### config.mk
export PLATFORM = sky130hd
export DESIGN_NAME = i2c_strap_regs
export DESIGN_NICKNAME = d
export VERILOG_FILES = /design/src/rtl/i2c_strap_pkg.sv /design/src/rtl/i2c_strap_ctrl.sv /design/src/rtl/i2c_strap_dp.sv /design/src/rtl/i2c_strap_regs.sv
export SDC_FILE = /design/constraint.sdc
export NUM_CORES = 1
export LEC_CHECK = 0
export BUFFER_PORTS_ARGS = -buffer_cell sky130_fd_sc_hd__buf_2
export CAP_MARGIN = 20
export CORE_ASPECT_RATIO = 1.75
export CORE_MARGIN = 4
export CORE_UTILIZATION = 60
export CTS_CLUSTER_SIZE = 24
export DETAILED_ROUTE_END_ITERATION = 12
export PLACE_DENSITY = 0.82
export SYNTH_ARGS = -nofsm -noshare
export SYNTH_HDL_FRONTEND = slang
export SYNTH_SLANG_ARGS = --single-unit
### constraint.sdc
create_clock -name clk -period 3.9 [get_ports clk]
set_input_delay 0.195 -clock clk [delete_from_list [all_inputs] [get_ports clk]]
set_output_delay 0.195 -clock clk [all_outputs]
set_load 0.02 [all_outputs]
### src/rtl/i2c_strap_pkg.sv
package i2c_strap_pkg;

  typedef enum logic [3:0] {
    ST_IDLE, ST_ADDR, ST_AACK, ST_PTR, ST_PACK,
    ST_WDAT, ST_WACK, ST_RDAT, ST_RACK
  } state_e;

  // strobes from control to datapath, one cycle each
  typedef struct packed {
    logic clear;    // drop SDA drive (start, stop, disabled)
    logic shiftIn;  // shift one received bit in
    logic setPtr;   // load index from received byte
    logic wrReg;    // store received byte, advance index
    logic loadTx;   // fetch register for transmit, advance index
    logic shiftTx;  // present next transmit bit
    logic ackOn;    // pull SDA low for ACK
    logic relDrv;   // release SDA
  } dp_ctrl_t;

endpackage

### src/rtl/i2c_strap_ctrl.sv
module i2c_strap_ctrl
  import i2c_strap_pkg::*;
#(
  parameter logic [6:0] ADDR_HI = 7'h1D,
  parameter logic [6:0] ADDR_LO = 7'h53
) (
  input  logic     clk,
  input  logic     rstN,
  input  logic     csHigh,
  input  logic     strapAlt,
  input  logic     sclIn,
  input  logic     sdaIn,
  input  logic [7:0] rxNext,
  output dp_ctrl_t ctl,
  output logic     sdaBit
);

  logic [1:0] sclSync, sdaSync;
  logic       sclQ, sdaQ;

  always_ff @(posedge clk or negedge rstN) begin
    if (!rstN) begin
      sclSync <= 2'b11;
      sdaSync <= 2'b11;
      sclQ    <= 1'b1;
      sdaQ    <= 1'b1;
    end else begin
      sclSync <= {sclSync[0], sclIn};
      sdaSync <= {sdaSync[0], sdaIn};
      sclQ    <= sclSync[1];
      sdaQ    <= sdaSync[1];
    end
  end

  logic sclS, sclRise, sclFall, startSeen, stopSeen;
  assign sclS      = sclSync[1];
  assign sdaBit    = sdaSync[1];
  assign sclRise   = sclS & ~sclQ;
  assign sclFall   = ~sclS & sclQ;
  assign startSeen = sclS & sclQ & sdaQ & ~sdaBit;
  assign stopSeen  = sclS & sclQ & ~sdaQ & sdaBit;

  logic [6:0] myAddr;
  assign myAddr = strapAlt ? ADDR_HI : ADDR_LO;

  state_e     state, stateNxt;
  logic [2:0] bitCnt, bitCntNxt;
  logic       phase, phaseNxt, isRead, isReadNxt;

  always_comb begin
    stateNxt  = state;
    bitCntNxt = bitCnt;
    phaseNxt  = phase;
    isReadNxt = isRead;
    ctl       = '0;
    if (!csHigh) begin
      stateNxt  = ST_IDLE;
      bitCntNxt = '0;
      phaseNxt  = 1'b0;
      ctl.clear = 1'b1;
    end else if (startSeen) begin
      stateNxt  = ST_ADDR;
      bitCntNxt = '0;
      phaseNxt  = 1'b0;
      ctl.clear = 1'b1;
    end else if (stopSeen) begin
      stateNxt  = ST_IDLE;
      bitCntNxt = '0;
      phaseNxt  = 1'b0;
      ctl.clear = 1'b1;
    end else begin
      unique case (state)
        ST_ADDR, ST_PTR, ST_WDAT: if (sclRise) begin
          ctl.shiftIn = 1'b1;
          if (bitCnt == 3'd7) begin
            bitCntNxt = '0;
            if (state == ST_ADDR) begin
              if (rxNext[7:1] == myAddr) begin
                stateNxt  = ST_AACK;
                isReadNxt = rxNext[0];
              end else begin
                stateNxt = ST_IDLE;
              end
            end else if (state == ST_PTR) begin
              ctl.setPtr = 1'b1;
              stateNxt   = ST_PACK;
            end else begin
              ctl.wrReg = 1'b1;
              stateNxt  = ST_WACK;
            end
          end else begin
            bitCntNxt = bitCnt + 3'd1;
          end
        end
        ST_AACK, ST_PACK, ST_WACK: if (sclFall) begin
          if (!phase) begin
            ctl.ackOn = 1'b1;
            phaseNxt  = 1'b1;
          end else begin
            phaseNxt = 1'b0;
            if (state == ST_AACK && isRead) begin
              ctl.loadTx = 1'b1;
              stateNxt   = ST_RDAT;
            end else begin
              ctl.relDrv = 1'b1;
              stateNxt   = (state == ST_AACK) ? ST_PTR : ST_WDAT;
            end
          end
        end
        ST_RDAT: begin
          if (sclRise) begin
            if (bitCnt == 3'd7) begin
              bitCntNxt = '0;
              stateNxt  = ST_RACK;
            end else begin
              bitCntNxt = bitCnt + 3'd1;
            end
          end else if (sclFall) begin
            ctl.shiftTx = 1'b1;
          end
        end
        ST_RACK: begin
          if (sclFall) begin
            if (!phase) begin
              ctl.relDrv = 1'b1;
            end else begin
              phaseNxt   = 1'b0;
              ctl.loadTx = 1'b1;
              stateNxt   = ST_RDAT;
            end
          end else if (sclRise) begin
            if (!sdaBit) phaseNxt = 1'b1;
            else         stateNxt = ST_IDLE;
          end
        end
        default: ;
      endcase
    end
  end

  always_ff @(posedge clk or negedge rstN) begin
    if (!rstN) begin
      state  <= ST_IDLE;
      bitCnt <= '0;
      phase  <= 1'b0;
      isRead <= 1'b0;
    end else begin
      state  <= stateNxt;
      bitCnt <= bitCntNxt;
      phase  <= phaseNxt;
      isRead <= isReadNxt;
    end
  end

endmodule

### src/rtl/i2c_strap_dp.sv
module i2c_strap_dp
  import i2c_strap_pkg::*;
#(
  parameter int REG_COUNT = 64
) (
  input  logic       clk,
  input  logic       rstN,
  input  dp_ctrl_t   ctl,
  input  logic       sdaBit,
  output logic [7:0] rxNext,
  output logic       sdaDriveLow
);

  localparam int PTR_W = $clog2(REG_COUNT);

  logic [7:0]       regFile [REG_COUNT];
  logic [7:0]       shReg;
  logic [PTR_W-1:0] ptr;

  assign rxNext = {shReg[6:0], sdaBit};

  always_ff @(posedge clk or negedge rstN) begin
    if (!rstN) begin
      for (int i = 0; i < REG_COUNT; i++) regFile[i] <= '0;
      shReg       <= '0;
      ptr         <= '0;
      sdaDriveLow <= 1'b0;
    end else begin
      if (ctl.shiftIn) shReg <= rxNext;
      if (ctl.setPtr)  ptr   <= rxNext[PTR_W-1:0];
      if (ctl.wrReg) begin
        regFile[ptr] <= rxNext;
        ptr          <= ptr + 1'b1;
      end
      if (ctl.loadTx) begin
        shReg <= regFile[ptr];
        ptr   <= ptr + 1'b1;
      end
      if (ctl.shiftTx) shReg <= {shReg[6:0], 1'b0};

      if (ctl.clear || ctl.relDrv) sdaDriveLow <= 1'b0;
      else if (ctl.ackOn)          sdaDriveLow <= 1'b1;
      else if (ctl.loadTx)         sdaDriveLow <= ~regFile[ptr][7];
      else if (ctl.shiftTx)        sdaDriveLow <= ~shReg[6];
    end
  end

endmodule

### src/rtl/i2c_strap_regs.sv
module i2c_strap_regs
  import i2c_strap_pkg::*;
#(
  parameter logic [6:0] ADDR_HI   = 7'h1D,
  parameter logic [6:0] ADDR_LO   = 7'h53,
  parameter int         REG_COUNT = 64
) (
  input  logic clk,
  input  logic rstN,
  input  logic csHigh,
  input  logic strapAlt,
  input  logic sclIn,
  input  logic sdaIn,
  output logic sdaDriveLow
);

  dp_ctrl_t   ctl;
  logic       sdaBit;
  logic [7:0] rxNext;

  i2c_strap_ctrl #(.ADDR_HI(ADDR_HI), .ADDR_LO(ADDR_LO)) u_ctrl (
    .clk(clk), .rstN(rstN), .csHigh(csHigh), .strapAlt(strapAlt),
    .sclIn(sclIn), .sdaIn(sdaIn), .rxNext(rxNext), .ctl(ctl), .sdaBit(sdaBit)
  );

  i2c_strap_dp #(.REG_COUNT(REG_COUNT)) u_dp (
    .clk(clk), .rstN(rstN), .ctl(ctl), .sdaBit(sdaBit),
    .rxNext(rxNext), .sdaDriveLow(sdaDriveLow)
  );

endmodule

# Word level (Yosys, flattened, before mapping)
# Cells that the tools add are included.
# W data, S select, Z words.
[totals] register_bits=541 output_inout_bits=1
[classes] addsub=2 n_lt_le_gt_ge=2 eq_ne=24 muxes=78 bitwise=16 reduce_logical=13
[ops] op="$bwmux W512" count=1
[ops] op="$mux W4" count=15
[ops] op="$mux W7" count=7
[ops] op="$bmux W8 S6" count=1
[ops] op="$demux W8 S6" count=1
[ops] op="$ne A5 B2 Y1 const B" count=6
[ops] op="$mux W1" count=29
[ops] op="$mux W3" count=9
[ops] op="$mux W8" count=3
[ops] op="$mux W6" count=3
[ops] op="$eq A4 B3 Y1 const B" count=4
[ops] op="$pmux W4 S4" count=1
[ops] op="$ne A6 B2 Y1 const B" count=2
[ops] op="$ne A6 B6 Y1 const B" count=2
[ops] op="$mux W2" count=5
[ops] op="$reduce_and A10 Y1" count=1
[ops] op="$eq A4 B2 Y1 const B" count=2
[ops] op="$not A1 Y1" count=8
[ops] op="$reduce_and A8 Y1" count=1
[ops] op="$and A1 B1 Y1" count=7
[ops] op="$eq A7 B7 Y1" count=1
[ops] op="$ge A7 B7 Y1 const B" count=1
[ops] op="$lt A7 B1 Y1 const B" count=1
[ops] op="$ne A7 B1 Y1 const B" count=1
[ops] op="other kinds (18)" count=23

# Longest topological paths before layout
[logic_depth] depth_word=13 ltp_mapped=11 mapped_depth_nobuf=8

# By module
# From an unflattened synthesis, not the netlist that was laid out.
[unflattened] hier_cells=2126 area_unflattened_um2=25355.6
[modules_own_cells] module="i2c_strap_dp" instances=1 cells_per_inst=2016 area_each_um2=24365.9 seq_area_each_um2=13162.6
[modules_own_cells] module="i2c_strap_ctrl" instances=1 cells_per_inst=110 area_each_um2=989.7 seq_area_each_um2=382.9

# Worst setup path before layout
# OpenSTA, ideal clock, no wires.
[synth_path] kind="reg2reg" from="register u_ctrl.sclSync[1]" to="register u_dp.regFile[64] (netlist name)" setup_ps=125 arrival_time_ps=2134 setup_slack_ps=1641 stages_incl_launch_ff=7 n_path_buf=0 synth_period_minus_slack_ps=2259 cell_sequence="dfstp_2 > ha_1 > nand2_1 > a211oi_4 > nand3_4 > nor2_4 > mux2_2"
[synth_via] elab_chain_cells=6 elab_cells_between_ends=11 classes_between="5 x mux; 6 x bitwise"
[synth_rtl] item="start: declaration" line="i2c_strap_ctrl.sv:18" source="logic [1:0] sclSync, sdaSync;"
[synth_rtl] item="start signal: assignment" line="i2c_strap_ctrl.sv:28" source="sclSync <= {sclSync[0], sclIn};"
[synth_rtl] item="$and A1 B1 Y1 (on tied branches)" line="i2c_strap_ctrl.sv:38, i2c_strap_ctrl.sv:40, i2c_strap_ctrl.sv:41"
[synth_rtl] item="$mux W3 / $and A1 B1 Y1 (equally long branches)" line="i2c_strap_ctrl.sv:73, i2c_strap_ctrl.sv:41"
[synth_rtl] item="$mux W3 / $and A1 B1 Y1 (equally long branches)" line="i2c_strap_ctrl.sv:72, i2c_strap_ctrl.sv:41"
[synth_rtl] item="$mux W7" line="i2c_strap_ctrl.sv:66" source="end else if (stopSeen) begin"
[synth_rtl] item="$mux W7 *" line="i2c_strap_ctrl.sv:61" source="end else if (startSeen) begin"
[synth_rtl] item="$mux W7 *" line="i2c_strap_ctrl.sv:56" source="if (!csHigh) begin"
[synth_rtl] item="end signal: indexed assignment" line="i2c_strap_dp.sv:32" source="regFile[ptr] <= rxNext;"
[synth_rtl] item="end: declaration" line="i2c_strap_dp.sv:16" source="logic [7:0] regFile [REG_COUNT];"
# Every way passes the cells marked *; elsewhere a longest branch is shown, timed or not.
# A chain may end at the register's enable or synchronous reset.

# Worst setup path in the final report
[layout_path] from="register u_dp.ptr[0]" to="register u_dp.shReg[5]"
[layout_via] elab_chain_cells=6
[layout_rtl] item="start: declaration" line="i2c_strap_dp.sv:18" source="logic [PTR_W-1:0] ptr;"
[layout_rtl] item="start signal: assignment" line="i2c_strap_dp.sv:30" source="if (ctl.setPtr) ptr <= rxNext[PTR_W-1:0];"
[layout_rtl] item="start signal: assignment" line="i2c_strap_dp.sv:33" source="ptr <= ptr + 1'b1;"
[layout_rtl] item="start signal: assignment" line="i2c_strap_dp.sv:37" source="ptr <= ptr + 1'b1;"
[layout_rtl] item="$not A6 Y7 (not written as such)" line="i2c_strap_dp.sv:36" source="shReg <= regFile[ptr];"
[layout_rtl] item="$bmux W8 S6" line="i2c_strap_dp.sv:36"
[layout_rtl] item="$mux W8 (not written as such)" line="i2c_strap_dp.sv:36"
[layout_rtl] item="$mux W8"
[layout_rtl] item="$mux W7" line="i2c_strap_dp.sv:35" source="if (ctl.loadTx) begin"
[layout_rtl] item="$mux W7" line="i2c_strap_dp.sv:39" source="if (ctl.shiftTx) shReg <= {shReg[6:0], 1'b0};"
[layout_rtl] item="end signal: assignment" line="i2c_strap_dp.sv:29" source="if (ctl.shiftIn) shReg <= rxNext;"
[layout_rtl] item="end signal: assignment" line="i2c_strap_dp.sv:36"
[layout_rtl] item="end signal: assignment" line="i2c_strap_dp.sv:39"
[layout_rtl] item="end: declaration" line="i2c_strap_dp.sv:17" source="logic [7:0] shReg;"
# Every way passes these cells. The select of a mux whose other input is x is not followed.

==> results by group <==
Outcome
  • Status: finished clean

Critical path
  • Crit-path cells: buf_4 > nor2b_1 > buf_4 > a221oi_1 > o22ai_1 > a221oi_1 > a31oi_1
  • Cells on worst reg2reg path: 7
  • Critical-path maximum fanout: 28
  • Startpoint Class: flip-flop
  • WP data arrival: 4.00 ns
  • Biggest cell delay along the critical path: 0.72 ns
  • R2R Path End: u_dp.shReg[5]
  • Slowest CP cell: dfrtp_4
  • Required time of the critical path: 4.39 ns
  • Register-to-register setup slack: 0.40 ns
  • Crit path kind: reg -> reg
  • FF-to-FF Start: u_dp.ptr[0]
  • Crit. End Element: flip-flop

Logic synthesis
  • Ys flop type: dfrtp_1
  • Top post-synthesis cells by area: dfrtp_1 (52%), mux2_2 (21%), mux4_2 (3.3%)
  • Fraction of registers with async set or reset after synthesis: 100%
  • YS warnings: 0
  • Synth cell count leaders: dfrtp_1 (535), mux2_2 (467), nand2_1 (101)
  • Count leader, synth: dfrtp_1
  • Syn Area/Cell: 13.2 um2
  • Synth unique cells: 84
  • Cells after Synth: 1936
  • Number of enable flip-flop cells after synthesis: 0
  • Post-synthesis register bit count: 541
  • Synth Net Count: 1949
  • Post-synthesis sequential area ratio: 53.0%
  • Mapped Area: 0.0256 mm2
  • Synth area leader: dfrtp_1
  • Synth top area share: 52.4%

Clock network
  • Clk_lat worst skew: 0.58 ns
  • Num CTS Buffers: 46
  • TritonCTS clock tree: done
  • Clock Path Buffers: 3
  • Post-CTS sizing: 0
  • Clock Tree Root: clkbuf_16
  • # clock sinks: 541
  • H-tree depth: 2
  • Setup bufs post-CTS: 0
  • Reg clk slew, reported paths: 0.07 ns
  • # hold bufs at CTS: 3

Layout
  • Diodes inserted: 0
  • Layout cell share with drive strength beyond 1: 38.6%
  • Final Net Count: 1923
  • Fill cells: 2951
  • Final std cells w/o fill: 2498
  • Footprint of the multi-input gates: 0.0113 mm2
  • Core Util, Final: 66.1%
  • Area grow syn2layout: 8.31%
  • Sequential cell area: 0.0136 mm2

Place
  • Port Buffers: 6
  • Placed cell count: 2413
  • Dpl hpwl: 49900 um
  • RePlAce Congestion: 1.01

STA
  • RSZ-0062 raised after global routing: false
  • Final setup vio count: 0
  • Setup_tns: 0 ns
  • Slew HR: 27.4%
  • Period utilization: 89.9%
  • Crit path time final: 3.50 ns
  • Final Hold Fails: 0
  • Fmax: 285 MHz
  • Hold WS: 0.0878 ns
  • Least-Margin Pin Slew: 1.08 ns
  • Skew final: 0.0227 ns
  • Final Slew Violations: 0

Worst hold path
  • Worst hold stages: 3
  • Class of the tightest hold or removal check: in -> reg
  • Min-Delay Startpoint: csHigh
  • Sink of the worst hold path: u_ctrl.phase

Power
  • Clock network power share: 38.6%
  • Final Power: 12.0 mW
  • Net Switching: 3.49 mW
  • Internal: 8.55 mW
  • PD cells: 435 mW/mm2
  • Reg power frac: 49.4%
  • Gate power share: 12.0%
  • LEAKAGE: 13.2 nW
  • Worst vdd rail ir drop: 426 uV
  • Sw Ratio: 29.0%

GRT
  • Largest net degree at the start of global routing: 113
  • Gr ovfl total: 0
  • Vias in the first global route: 18600
  • First-pass GRT wire length: 117000 um
  • Total Routing Usage GR: 33.8%
  • Initial antenna violation count: 1

Floorplan
  • Die width: 164 um
  • Die ar.: 0.0461 mm2
  • Area of the core: 0.0419 mm2
  • Initial Util: 61.1%
  • IO Pins: 7
  • Row count: 99
  • Die height: 281 um

Routing
  • DRC viols: 0
  • Top sig layer: met4
  • Met3 Routed Length: 6380 um
  • Met2 WL post-DR: 37000 um
  • Final ANT Viol Nets: 0
  • Routed len/inst: 30.7 um
  • Starting DRC count in detailed routing: 2093
  • Met1 Routed Length: 26000 um
  • DRT Wirelength: 76800 um
  • Avg Vias per Cell: 7.11
  • Vias: 17800
  • Drt first pass iters: 8

Job
  • Max cap viols: 0
-- power by group through the flow --
stage	clock network, mW	logic, mW	registers [mW]
floorplan	0	0.942	5.83
finish	4.65	1.45	5.95
CTS	4.68	1.33	6.01
global route	4.88	1.52	5.95
detailed placement	0	1.31	6.11
global placement	0	1.28	6.10
-- stage by stage --
stage               area, um2  setup WS [ns]
finish                  27700          0.396
global placement        26200          0.786
floorplan               25600           1.64
global route            27700          0.356
detailed placement      26200          0.789
CTS                     27700          0.751
-- area by class of cell --
cell class,instances,area share [%]
clock inverter,17,0.601
timing repair buffer,64,2.15
sequential,541,49.0
clock buffer,64,4.77
inverter,11,0.149
multi-input combinational,1246,40.8
tap,555,2.51
-- placed cells by master (no fill, tap or decap), types with 8 or more instances in the layout --
cell type,n
dfrtp_1,525
mux2_2,467
nand2_1,101
o21ai_0,87
a221oi_1,53
mux2i_1,48
nand2_2,47
a21oi_1,47
o22ai_1,47
clkbuf_16,47
buf_4,46
nor2_1,40
mux4_2,38
mux2_1,29
a22oi_1,23
nor2_4,20
nand3_1,16
nand2b_1,14
clkinv_2,12
o221ai_1,11
nor2b_1,10
nor3b_1,9
clkbuf_1,9
buf_12,9
inv_1,8
clkbuf_8,8
-- cells by family after synthesis --
group | Yosys count | synth area share [%]
multiplexers | 586 | 27.5
flip-flops | 541 | 53.0
AO/OA/AOI/OAI | 341 | 9.20
AND/OR/NAND/NOR | 311 | 7.13
buffers and inverters | 149 | 2.80
adder cells (fa/ha/maj) | 7 | 0.343
XOR/XNOR | 1 | 0.0636
-- flip-flops by register name, summed over array words and instances, names as in the netlist --
register,flops
u_dp.regFile,512
u_ctrl.sdaQ,1
u_ctrl.sclSync,2
u_dp.ptr,6
u_dp.sdaDriveLow,1
u_ctrl.sclQ,1
u_ctrl.bitCnt,3
u_ctrl.isRead,1
u_ctrl.phase,1
u_ctrl.state,4
u_ctrl.sdaSync,2
u_dp.shReg,7
-- how the worst max path moves through the flow --
stage	start	to	slack [ns]	depth (start not counted)
after floorplan	u_ctrl.sclSync[1]	u_dp.regFile[64]	1.64	6
after global placement	u_dp.ptr[2]	u_dp.shReg[1]	0.79	8
after detailed placement	u_dp.ptr[2]	u_dp.shReg[1]	0.79	8
after CTS	u_dp.ptr[2]	u_dp.shReg[1]	0.75	8
after global routing	u_dp.ptr[0]	u_dp.shReg[5]	0.36	7
final	u_dp.ptr[0]	u_dp.shReg[5]	0.40	7
-- routing by layer --
| layer | up-vias | global-route usage (%) |
|---|---|---|
| met5 | - | 0 |
| met4 | 0 | 25.3 |
| met3 | 415 | 6.40 |
| met2 | 1059 | 55.1 |
| met1 | 9145 | 39.5 |
| li1 | 7133 | - |
-- critical path: cells and delay by family, from the launching register on --
kind | cells | cell delay [ns]
AND/OR/NAND/NOR | 1 | 0.67
buffers and inverters | 2 | 0.75
AO/OA/AOI/OAI | 4 | 1.26
flip-flops | 1 | 0.72
No activity file was read; power rests on OpenSTA's default activity.
